==> config.mk <==
export PLATFORM = sky130hd
export DESIGN_NAME = swm_bit_master
export DESIGN_NICKNAME = d
export VERILOG_FILES = /design/src/rtl/swm_pkg.sv /design/src/rtl/swm_tick_div.sv /design/src/rtl/swm_sync2.sv /design/src/rtl/swm_slot_timer.sv /design/src/rtl/swm_bit_master.sv
export SDC_FILE = /design/constraint.sdc
export NUM_CORES = 1
export LEC_CHECK = 0
export BUFFER_PORTS_ARGS = -buffer_cell sky130_fd_sc_hd__buf_4
export CORE_ASPECT_RATIO = 1.1
export CORE_UTILIZATION = 60
export DETAILED_ROUTE_END_ITERATION = 7
export MAX_ROUTING_LAYER = met4
export PLACE_DENSITY = 0.78
export SLEW_MARGIN = 20
export SYNTH_ARGS = -nofsm -noshare
export SYNTH_HDL_FRONTEND = slang
export SYNTH_SLANG_ARGS = --single-unit
==> constraint.sdc <==
create_clock -name clk -period 5.01 [get_ports clk]
set_input_delay 1.2525 -clock clk [delete_from_list [all_inputs] [get_ports clk]]
set_output_delay 1.2525 -clock clk [all_outputs]
set_load 0.005 [all_outputs]
==> src/rtl/swm_pkg.sv <==
package swm_pkg;
  localparam int US_W = 12;

  typedef enum logic [1:0] {
    OP_BUS_RESET = 2'b00,
    OP_WRITE     = 2'b01,
    OP_READ      = 2'b10,
    OP_READ_ALT  = 2'b11
  } swm_op_e;

  typedef struct packed {
    logic [US_W-1:0] low_end;
    logic [US_W-1:0] sample_at;
    logic [US_W-1:0] end_at;
    logic            is_reset;
    logic            is_read;
  } swm_plan_t;
endpackage

==> src/rtl/swm_tick_div.sv <==
module swm_tick_div #(
  parameter int CLKS_PER_US = 50
) (
  input  logic clk,
  input  logic rst,
  input  logic clear,
  input  logic en,
  output logic tick
);
  localparam int DW = $clog2(CLKS_PER_US + 1);
  localparam logic [DW-1:0] LAST = DW'(CLKS_PER_US - 1);

  logic [DW-1:0] cnt;

  assign tick = en && (cnt == LAST);

  always_ff @(posedge clk) begin
    if (rst || clear) begin
      cnt <= '0;
    end else if (en) begin
      cnt <= tick ? '0 : cnt + 1'b1;
    end
  end
endmodule

==> src/rtl/swm_sync2.sv <==
module swm_sync2 #(
  parameter int STAGES = 2
) (
  input  logic clk,
  input  logic rst,
  input  logic d,
  output logic q
);
  logic [STAGES-1:0] chain;

  always_ff @(posedge clk) begin
    if (rst) chain <= '1;
    else     chain <= {chain[STAGES-2:0], d};
  end

  assign q = chain[STAGES-1];
endmodule

==> src/rtl/swm_slot_timer.sv <==
module swm_slot_timer
  import swm_pkg::*;
#(
  parameter int CLKS_PER_US = 50
) (
  input  logic      clk,
  input  logic      rst,
  input  logic      start,
  input  swm_plan_t plan,
  input  logic      line_s,
  output logic      busy,
  output logic      drive_low,
  output logic      done,
  output logic      result
);
  swm_plan_t       plan_q;
  logic [US_W-1:0] us_cnt;
  logic [US_W-1:0] us_nx;
  logic            tick;
  logic            smp;

  swm_tick_div #(.CLKS_PER_US(CLKS_PER_US)) u_div (
    .clk  (clk),
    .rst  (rst),
    .clear(start),
    .en   (busy),
    .tick (tick)
  );

  always_comb begin
    us_nx = tick ? us_cnt + 1'b1 : us_cnt;
  end

  always_ff @(posedge clk) begin
    if (rst) begin
      plan_q    <= '0;
      us_cnt    <= '0;
      busy      <= 1'b0;
      drive_low <= 1'b0;
      done      <= 1'b0;
      result    <= 1'b0;
      smp       <= 1'b1;
    end else begin
      done <= 1'b0;
      if (start) begin
        plan_q    <= plan;
        us_cnt    <= '0;
        busy      <= 1'b1;
        drive_low <= 1'b1;
        smp       <= 1'b1;
      end else if (busy) begin
        us_cnt    <= us_nx;
        drive_low <= (us_nx < plan_q.low_end);
        if (tick && us_nx == plan_q.sample_at) begin
          smp <= line_s;
        end
        if (tick && us_nx == plan_q.end_at) begin
          busy      <= 1'b0;
          drive_low <= 1'b0;
          done      <= 1'b1;
          if (plan_q.is_reset)     result <= ~smp;
          else if (plan_q.is_read) result <= smp;
          else                     result <= 1'b0;
        end
      end
    end
  end
endmodule

==> src/rtl/swm_bit_master.sv <==
module swm_bit_master
  import swm_pkg::*;
#(
  parameter int CLKS_PER_US = 50,
  parameter int RST_LOW_US  = 490,
  parameter int PRES_AT_US  = 560,
  parameter int RST_END_US  = 980,
  parameter int W1_LOW_US   = 6,
  parameter int W0_LOW_US   = 62,
  parameter int RD_LOW_US   = 2,
  parameter int RD_AT_US    = 13,
  parameter int SLOT_END_US = 67
) (
  input  logic       clk,
  input  logic       rst,
  input  logic       cmd_valid,
  output logic       cmd_ready,
  input  logic [1:0] cmd_op,
  input  logic       cmd_bit,
  input  logic       line_in,
  output logic       line_drive_low,
  output logic       done,
  output logic       result_bit
);
  logic      busy;
  logic      accept;
  logic      line_s;
  swm_plan_t plan;

  assign cmd_ready = ~busy;
  assign accept    = cmd_valid && !busy;

  always_comb begin
    plan          = '0;
    plan.end_at   = US_W'(SLOT_END_US);
    plan.is_reset = 1'b0;
    plan.is_read  = 1'b0;
    unique casez (cmd_op)
      OP_BUS_RESET: begin
        plan.low_end   = US_W'(RST_LOW_US);
        plan.sample_at = US_W'(PRES_AT_US);
        plan.end_at    = US_W'(RST_END_US);
        plan.is_reset  = 1'b1;
      end
      OP_WRITE: begin
        plan.low_end   = cmd_bit ? US_W'(W1_LOW_US) : US_W'(W0_LOW_US);
        plan.sample_at = US_W'(RD_AT_US);
      end
      default: begin
        plan.low_end   = US_W'(RD_LOW_US);
        plan.sample_at = US_W'(RD_AT_US);
        plan.is_read   = 1'b1;
      end
    endcase
  end

  swm_sync2 #(.STAGES(2)) u_sync (
    .clk(clk),
    .rst(rst),
    .d  (line_in),
    .q  (line_s)
  );

  swm_slot_timer #(.CLKS_PER_US(CLKS_PER_US)) u_timer (
    .clk      (clk),
    .rst      (rst),
    .start    (accept),
    .plan     (plan),
    .line_s   (line_s),
    .busy     (busy),
    .drive_low(line_drive_low),
    .done     (done),
    .result   (result_bit)
  );
endmodule

==> impl_metrics.py, run 1 <==
metrics = {
    "timing": {
        "post-route-period-util": 0.6881,
        "fin_crit_ps": 3447,
        "worst_pin_slew_ps": 509.8,
        "max_freq_mhz": 290.1,
        "fin_setup_tns_ps": 0,
        "hold_violations": 0,
        "skew_ps": 10.75,
        "relSlewSlack": 0.6575,
        "holdWs_ps": 427.4,
        "setup-violations-final": 0,
        "grt_setup_unrepaired": "false",
        "report.final.slew_viol_count": 0,
    },
    "routing": {
        "viasPerCell": 6.097,
        "wl_per_cell_um": 15.55,
        "first_pass_iters": 4,
        "num_vias": 1701,
        "routed_wl_mm": 4.338,
        "ant_nets": 0,
        "drc": 0,
        "drtIter0Drc": 89,
    },
    "min_path": {
        "hold_path.class": "register to register",
    },
    "clock_tree": {
        "hold_buffers": 0,
        "cts_tree": "done",
        "cts_max_path_buffers": 2,
        "ctsHtreeMaxLevel": 2,
        "cts_sinks": 33,
        "numCtsBuffers": 5,
        "cts-resized-gates": 0,
        "post-cts-setup-buffers": 0,
        "root_buffer": "clkbuf_4",
        "clock_latency_ps": 340,
        "clkTransAtPathRegs_ps": 110,
    },
    "synthesis": {
        "syn_area_per_cell_sq_um": 8.524,
        "ys_async_sr_fraction": 0,
        "yosys_most_used_dff": "dfxtp_1",
        "ys_types": 53,
        "yosysWarnings": 0,
        "synth_edf_count": 0,
        "synthesis.nets": 257,
        "synth.area.top_cells": "dfxtp_1 32%, ha_1 6.1%, nor2_1 5.9%",
        "yosys.area.top_type": "dfxtp_1",
        "ys_ff_latch": 33,
        "synth_area_sq_um": 2046,
        "synth_most_common_cell": "dfxtp_1",
        "netlist_top_cells_count": "33 x dfxtp_1, 32 x nor2_1, 15 x nand2_1",
        "yosys.area.top_type_share": 0.3229,
        "seq_area_frac_synth": 0.3229,
        "synth_cells": 240,
    },
    "power_and_ir_drop": {
        "power_density_nw_per_um2": 248.7,
        "power.leakage_nw": 0.8558,
        "power.total_mw": 0.5424,
        "max-vdd-ir-drop_mv": 0.1770,
    },
    "setup_path": {
        "start_kind": "register",
        "required_ps": 5270,
        "slowest_delay_ps": 630,
        "crit_chain": "ha_1, and3b_1, nand2_1, nor2_1, xor2_1, ha_1, or4b_2, a31o_2, o22ai_1, maj3_1, nor2_1, o32ai_1",
        "endpoint_kind": "register",
        "critPathKind": "register to register",
        "critPathArrivalTime_ps": 3710,
        "crit_slowest_cell": "or4b_2",
        "ff2ff_setup_slack_ps": 1560,
        "cp_max_fo": 12,
    },
    "grt": {
        "grt.overflow.total": 0,
        "grt_pass1_vias": 1622,
        "grt_pass1_wl_mm": 7.541,
        "antenna_found_initial": 0,
        "grt_start_max_net_pins": 18,
        "grt_use_total": 0.2766,
    },
    "place": {
        "port_buffers": 10,
        "dpl.hpwl_mm": 3.162,
        "dp.cells": 271,
        "placed_area_sq_um": 2092,
        "gp_congestion": 0.8658,
    },
    "finish": {
        "finalNetCount": 261,
        "syn2layout_area_growth_pct": 6.605,
        "diodes": 0,
        "drive_gt1_frac": 0.1265,
        "fin_area_sq_um": 2181,
        "fillers": 279,
        "stdcell_count": 279,
    },
    "floorplan": {
        "io_pins": 11,
        "fp.dieW_um": 57.68,
        "start_util": 0.6488,
        "rows": 21,
        "core_sq_um": 3153,
        "die_y_um": 63.24,
        "die_area_sq_um": 3647,
    },
    "outcome": {
        "outcome": "completed",
    },
    "run": {
        "drv_cap": 0,
    },
}
area by class of cell:
cell class,count,area [sq um],area share
timing repair buffer,10,75.07,0.03442
inverter,10,37.54,0.01721
clock buffer,6,51.30,0.02352
sequential,33,660.6,0.3029
tap,34,42.54,0.01951
multi-input combinational,184,1276,0.5852
clock inverter,2,37.54,0.01721
sequential cells by signal, summed over array words and instances (netlist names), 2 cells and up:
name,count
u_timer.us_cnt,12
u_timer.plan_q,8
u_timer.u_div.cnt,6
u_sync.chain,2
layout by cell type (no fill, tap or decap), types with 2 or more instances in the layout:
cell / instances
or2_2: 4
a21oi_1: 8
clkbuf_4: 5
dfxtp_1: 33
nand3_1: 5
nor2_1: 32
o21ai_0: 3
and4_1: 2
nor4_1: 5
o21a_1: 2
o32ai_1: 2
or4_1: 3
nor2b_1: 8
nand2_1: 15
nor4_2: 2
mux2i_1: 5
xnor2_1: 13
a211oi_1: 2
nor3_1: 8
xor2_1: 9
nand4_1: 7
ha_1: 10
and3_1: 2
nand4b_1: 4
nor3b_1: 2
nand3b_1: 3
nand2b_1: 4
or3_1: 3
buf_4: 10
inv_1: 10
logic make-up (layout without fill, tap and decap cells):
| family | count (synthesis) | in the layout | synth area share |
|---|---|---|---|
| AO/OA/AOI/OAI | 30 | 30 | 0.1077 |
| XOR/XNOR | 22 | 22 | 0.09419 |
| adder cells (fa/ha/maj) | 11 | 11 | 0.06606 |
| buffers and inverters | 23 | 28 | 0.05321 |
| flip-flops | 33 | 33 | 0.3229 |
| multiplexers | 6 | 6 | 0.02997 |
| AND/OR/NAND/NOR | 115 | 115 | 0.3260 |
per-layer routing:
layer,wire (um),up-vias,global-route usage
met4,146,0,0.1280
met2,1979,41,0.4201
met1,2026,782,0.3478
met5,0,-,-
li1,-,864,-
met3,186,14,0.06160
power by group:
part	switching, mW	leakage (nW)	total (mW)	internal (mW)
Clock	0.0980	0.0445	0.217	0.119
Sequential	0.00795	0.268	0.277	0.269
Combinational	0.0267	0.543	0.0490	0.0223
Total	0.133	0.856	0.542	0.410
path summary, 6_finish.rpt:
path	startpoint	end	cells past startpoint
worst max register to register	u_timer.us_cnt[0]	u_timer.drive_low	12
worst min register to register	u_sync.chain[0]	u_sync.chain[1]	1
worst min-delay path	u_sync.chain[0]	u_sync.chain[1]	1
worst max-delay path	u_timer.us_cnt[0]	u_timer.drive_low	12
worst max-delay path, delay by kind of cell, from the launching register on:
kind,cells,cell delay [ps]
simple gates,5,1270
fa+ha+maj,3,770
compound gates,3,640
flops,1,580
xor+xnor,1,100
through the flow:
stage	utilization	worst slack, ps
global route	0.6917	1438
detailed placement	0.6635	1601
CTS	0.6917	1594
floorplan	-	2200
finish	0.6917	1563
global placement	0.6635	1645
Power figures use the tool's default switching activity.
==> run 2: changes to the inputs <==
==> constraint.sdc (replaced) <==
create_clock -name clk -period 3.3 [get_ports clk]
set_input_delay 0.825 -clock clk [delete_from_list [all_inputs] [get_ports clk]]
set_output_delay 0.825 -clock clk [all_outputs]
set_load 0.005 [all_outputs]
==> impl_metrics.py, run 2 (same netlist as run 1, synthesis figures left out) <==
metrics = {
    "outcome": {
        "outcome": "completed",
    },
    "timing": {
        "worst_pin_slew_ps": 496.6,
        "setup-violations-final": 0,
        "post-route-period-util": 0.9412,
        "fin_setup_tns_ps": 0,
        "fin_crit_ps": 3106,
        "holdWs_ps": 432.7,
        "report.final.slew_viol_count": 0,
        "relSlewSlack": 0.6677,
        "max_freq_mhz": 322.0,
        "grt_setup_unrepaired": "false",
        "hold_violations": 0,
        "layout_setup_ws_ps": 194.0,
        "skew_ps": 12.11,
    },
    "grt": {
        "grt_use_met1": 0.3761,
        "grt_pass1_wl_mm": 7.872,
        "grt.overflow.total": 0,
        "grt_start_max_net_pins": 18,
        "antenna_found_initial": 0,
        "grt_use_total": 0.2855,
        "grt_pass1_vias": 1680,
        "top_usage_layer": "met2",
        "met2_usage": 0.4331,
        "groute.layer.met3.usage": 0.05544,
    },
    "floorplan": {
        "rows": 21,
        "core_sq_um": 3153,
        "start_util": 0.6488,
        "die_area_sq_um": 3647,
        "fp.dieW_um": 57.68,
        "io_pins": 11,
        "die_y_um": 63.24,
    },
    "setup_path": {
        "critPathArrivalTime_ps": 3370,
        "endpoint_kind": "register",
        "crit_slowest_cell": "or4b_2",
        "slowest_delay_ps": 690,
        "critPathKind": "register to register",
        "crit_chain": "nand4b_4, nor3_1, xor2_1, ha_1, or4b_2, a31o_2, o22ai_1, maj3_1, nor2_1, o32ai_1",
        "cp_max_fo": 12,
        "required_ps": 3560,
        "start_kind": "register",
    },
    "finish": {
        "fin_util": 0.7115,
        "syn2layout_area_growth_pct": 9.664,
        "largest-register": "u_timer.us_cnt",
        "fillers": 249,
        "largest_register_ffs": 12,
        "diodes": 0,
        "finalNetCount": 269,
        "drive_gt1_frac": 0.1621,
        "final_cell_mix": "32 x nor2_1, 32 x dfxtp_1, 18 x buf_4, 15 x nand2_1, 13 x xnor2_1",
        "top_regs": "u_timer.us_cnt (12), u_timer.plan_q (8), u_timer.u_div.cnt (6)",
    },
    "clock_tree": {
        "cts_tree": "done",
        "hold_buffers": 0,
        "ctsHtreeMaxLevel": 2,
        "clock_latency_ps": 350,
        "post-cts-setup-buffers": 0,
        "numCtsBuffers": 5,
        "cts-resized-gates": 0,
        "clkTransAtPathRegs_ps": 110,
        "root_buffer": "clkbuf_4",
        "cts_max_path_buffers": 2,
        "cts_sinks": 33,
    },
    "routing": {
        "viasPerCell": 6.160,
        "drc": 0,
        "first_pass_iters": 5,
        "drtIter0Drc": 149,
        "ant_nets": 0,
        "routed_wl_mm": 4.614,
        "num_vias": 1768,
        "wl_per_cell_um": 16.08,
    },
    "place": {
        "place_ws_ps": 158.5,
        "gp_congestion": 0.9600,
        "dpl.hpwl_mm": 3.371,
        "port_buffers": 10,
    },
    "min_path": {
        "hold_path.class": "register to register",
    },
    "run": {
        "drv_cap": 0,
    },
    "power_and_ir_drop": {
        "max-vdd-ir-drop_mv": 0.3945,
        "power_density_nw_per_um2": 366.2,
        "power.leakage_nw": 0.8982,
        "power.total_mw": 0.8214,
    },
}
run 2: critical path, delay by kind of cell (launching register included):
family,cells,cell delay [ps]
simple gates,4,1260
compound gates,3,630
flops,1,490
fa+ha+maj,2,450
xor+xnor,1,180
run 2: report_power, final:
group          switching [mW]  internal, mW  leakage, nW
Sequential             0.0118         0.408        0.269
Combinational          0.0405        0.0353        0.584
Clock                   0.145         0.181       0.0455
run 2: area by class of cell:
class                      instances  area, sq um  share of cell area
multi-input combinational        184         1281              0.5711
sequential                        33        661.9              0.2950
timing repair buffer              18        135.1             0.06023
clock buffer                       7        55.05             0.02454
tap                               34        42.54             0.01896
inverter                          10        37.54             0.01673
clock inverter                     1        30.03             0.01339
run 2: final timing paths:
check | start | end | slack (ps) | cells after the start
worst max register to register | u_timer.busy | u_timer.drive_low | 190 | 10
worst max-delay path | u_timer.busy | u_timer.drive_low | 190 | 10
worst min register to register | u_sync.chain[0] | u_sync.chain[1] | 430 | 1
worst min-delay path | u_sync.chain[0] | u_sync.chain[1] | 430 | 1
run 2: through the flow:
step / instance area (sq um) / cells
2_1_floorplan: 2046 / 240
3_3_place_gp: 2152 / 279
3_5_place_dp: 2152 / 279
4_1_cts: 2237 / 287
5_1_grt: 2243 / 287
6_report: 2243 / 287
run 2: per-layer routing:
| metal | up-vias | share of wire |
|---|---|---|
| li1 | 869 | - |
| met1 | 801 | 0.46 |
| met2 | 85 | 0.44 |
| met3 | 13 | 0.077 |
| met4 | 0 | 0.024 |
| met5 | - | 0 |
==> run 3: changes to the inputs <==
--- a/config.mk
+++ b/config.mk
@@ -7,10 +7,10 @@
 export LEC_CHECK = 0
 export BUFFER_PORTS_ARGS = -buffer_cell sky130_fd_sc_hd__buf_4
 export CORE_ASPECT_RATIO = 1.1
-export CORE_UTILIZATION = 60
+export CORE_UTILIZATION = 35
 export DETAILED_ROUTE_END_ITERATION = 7
 export MAX_ROUTING_LAYER = met4
-export PLACE_DENSITY = 0.78
+export PLACE_DENSITY = 0.51
 export SLEW_MARGIN = 20
 export SYNTH_ARGS = -nofsm -noshare
 export SYNTH_HDL_FRONTEND = slang
==> impl_metrics.py, run 3 (same netlist as run 1, synthesis figures left out) <==
metrics = {
    "setup_path": {
        "slowest_delay_ps": 660,
        "critical_path.top_delay_family": "simple AND/OR/NAND/NOR gates",
        "critPathKind": "register to register",
        "crit_slowest_cell": "or4b_2",
        "critPathArrivalTime_ps": 3280,
        "r2r_end": "u_timer.drive_low",
        "critPathBufInv": 2,
        "start_kind": "register",
        "crit_chain": "inv_1, ha_2, nand2b_1, buf_4, nor3_1, xor2_1, ha_1, or4b_2, a31o_2, o22ai_1, maj3_1, nor2_1, o32ai_1",
        "worstReg2RegStart": "u_timer.u_div.cnt[1]",
        "ff2ff_setup_slack_ps": 220,
        "required_ps": 3500,
        "reg2reg_depth": 13,
        "cp_max_fo": 5,
        "endpoint_kind": "register",
    },
    "power_and_ir_drop": {
        "power.total_mw": 0.8420,
        "p_seq_frac": 0.498,
        "internal-power_mw": 0.6328,
        "combPwrFrac": 0.091,
        "swShare": 0.2484,
        "power.leakage_nw": 0.9098,
        "max-vdd-ir-drop_mv": 0.2165,
        "power_density_nw_per_um2": 363.6,
        "power_switching_mw": 0.2092,
        "clkPwrFrac": 0.411,
    },
    "clock_tree": {
        "root_buffer": "clkbuf_8",
        "numCtsBuffers": 5,
        "cts_max_path_buffers": 2,
        "cts-resized-gates": 0,
        "clock_latency_ps": 290,
        "cts_sinks": 33,
        "post-cts-setup-buffers": 0,
        "clkTransAtPathRegs_ps": 70,
        "cts_tree": "done",
        "hold_buffers": 0,
        "ctsHtreeMaxLevel": 2,
    },
    "run": {
        "drv_cap": 0,
    },
    "finish": {
        "finalNetCount": 270,
        "drive_gt1_frac": 0.1654,
        "top_regs": "u_timer.us_cnt (12), u_timer.plan_q (8), u_timer.u_div.cnt (6)",
        "diodes": 0,
        "largest_register_ffs": 12,
        "syn2layout_area_growth_pct": 13.21,
        "final_cell_mix": "32 x nor2_1, 32 x dfxtp_1, 19 x buf_4, 15 x nand2_1, 13 x xnor2_1",
        "fin_util": 0.4211,
        "stdcell_count": 329,
        "largest-register": "u_timer.us_cnt",
        "fillers": 579,
    },
    "grt": {
        "grt.overflow.total": 0,
        "antenna_found_initial": 0,
        "grt_start_max_net_pins": 18,
        "grt_pass1_wl_mm": 8.183,
        "grt_pass1_vias": 1625,
        "grt_use_total": 0.1871,
    },
    "floorplan": {
        "start_util": 0.3719,
        "die_y_um": 82.19,
        "fp.dieW_um": 74.90,
        "io_pins": 11,
        "die_area_sq_um": 6155,
        "rows": 28,
        "core_sq_um": 5500,
    },
    "timing": {
        "post-route-period-util": 0.9319,
        "setup-violations-final": 0,
        "relSlewSlack": 0.6731,
        "max_freq_mhz": 325.2,
        "skew_ps": 7.297,
        "report.final.slew_viol_count": 0,
        "fin_crit_ps": 3075,
        "hold_violations": 0,
        "fin_setup_tns_ps": 0,
        "worst_pin_slew_ps": 488.6,
        "holdWs_ps": 412.6,
    },
    "min_path": {
        "min_path_cells": 1,
        "hold_path.class": "register to register",
        "hold_end": "u_sync.chain[1]",
        "worstHoldStart": "u_sync.chain[0]",
    },
    "place": {
        "dp.cells": 321,
        "dpl.hpwl_mm": 3.715,
        "gp_congestion": 0.8440,
        "port_buffers": 10,
    },
    "routing": {
        "wl_per_cell_um": 15.24,
        "num_vias": 1722,
        "drc": 0,
        "ant_nets": 0,
        "drtIter0Drc": 101,
        "routed_wl_mm": 5.014,
        "viasPerCell": 5.234,
        "first_pass_iters": 5,
    },
    "outcome": {
        "outcome": "completed",
    },
}
## run 3: layer usage
metal  share of wire  track usage  vias to the layer above
met3           0.033      0.03277                        4
met1            0.48       0.2388                      807
li1                -            -                      876
met5               0            -                        -
met4           0.011      0.06226                        0
met2            0.48       0.2982                       35
## run 3: per-stage QoR
| step | worst slack (ps) | area, sq um |
|---|---|---|
| floorplan | 489.9 | 2046 |
| global placement | 238.3 | 2211 |
| detailed placement | 191.0 | 2211 |
| CTS | 179.1 | 2312 |
| global route | -6.165 | 2316 |
| finish | 224.8 | 2316 |
## run 3: cell type report
type | count | area (sq um) | area share
clock inverter | 1 | 5.005 | 0.002161
clock buffer | 7 | 96.34 | 0.04160
inverter | 10 | 37.54 | 0.01621
tap | 75 | 93.84 | 0.04052
timing repair buffer | 19 | 142.6 | 0.06159
multi-input combinational | 184 | 1279 | 0.5521
sequential | 33 | 661.9 | 0.2858
## run 3: worst max-delay path by stage
stage | cells after the start | startpoint | to
floorplan | 12 | u_timer.u_div.cnt[0] | u_timer.drive_low
global placement | 12 | u_timer.us_cnt[0] | u_timer.drive_low
detailed placement | 12 | u_timer.u_div.cnt[0] | u_timer.drive_low
CTS | 12 | u_timer.u_div.cnt[0] | u_timer.drive_low
global route | 13 | u_timer.u_div.cnt[1] | u_timer.drive_low
finish | 13 | u_timer.u_div.cnt[1] | u_timer.drive_low
## run 3: power by group through the flow
stage / registers, mW / clock network [mW] / logic [mW]
final: 0.420 / 0.346 / 0.0767
after global placement: 0.429 / 0 / 0.0766
after floorplan: 0.424 / 0 / 0.0541
after detailed placement: 0.429 / 0 / 0.0759
after CTS: 0.419 / 0.354 / 0.0763
after global routing: 0.421 / 0.371 / 0.0859
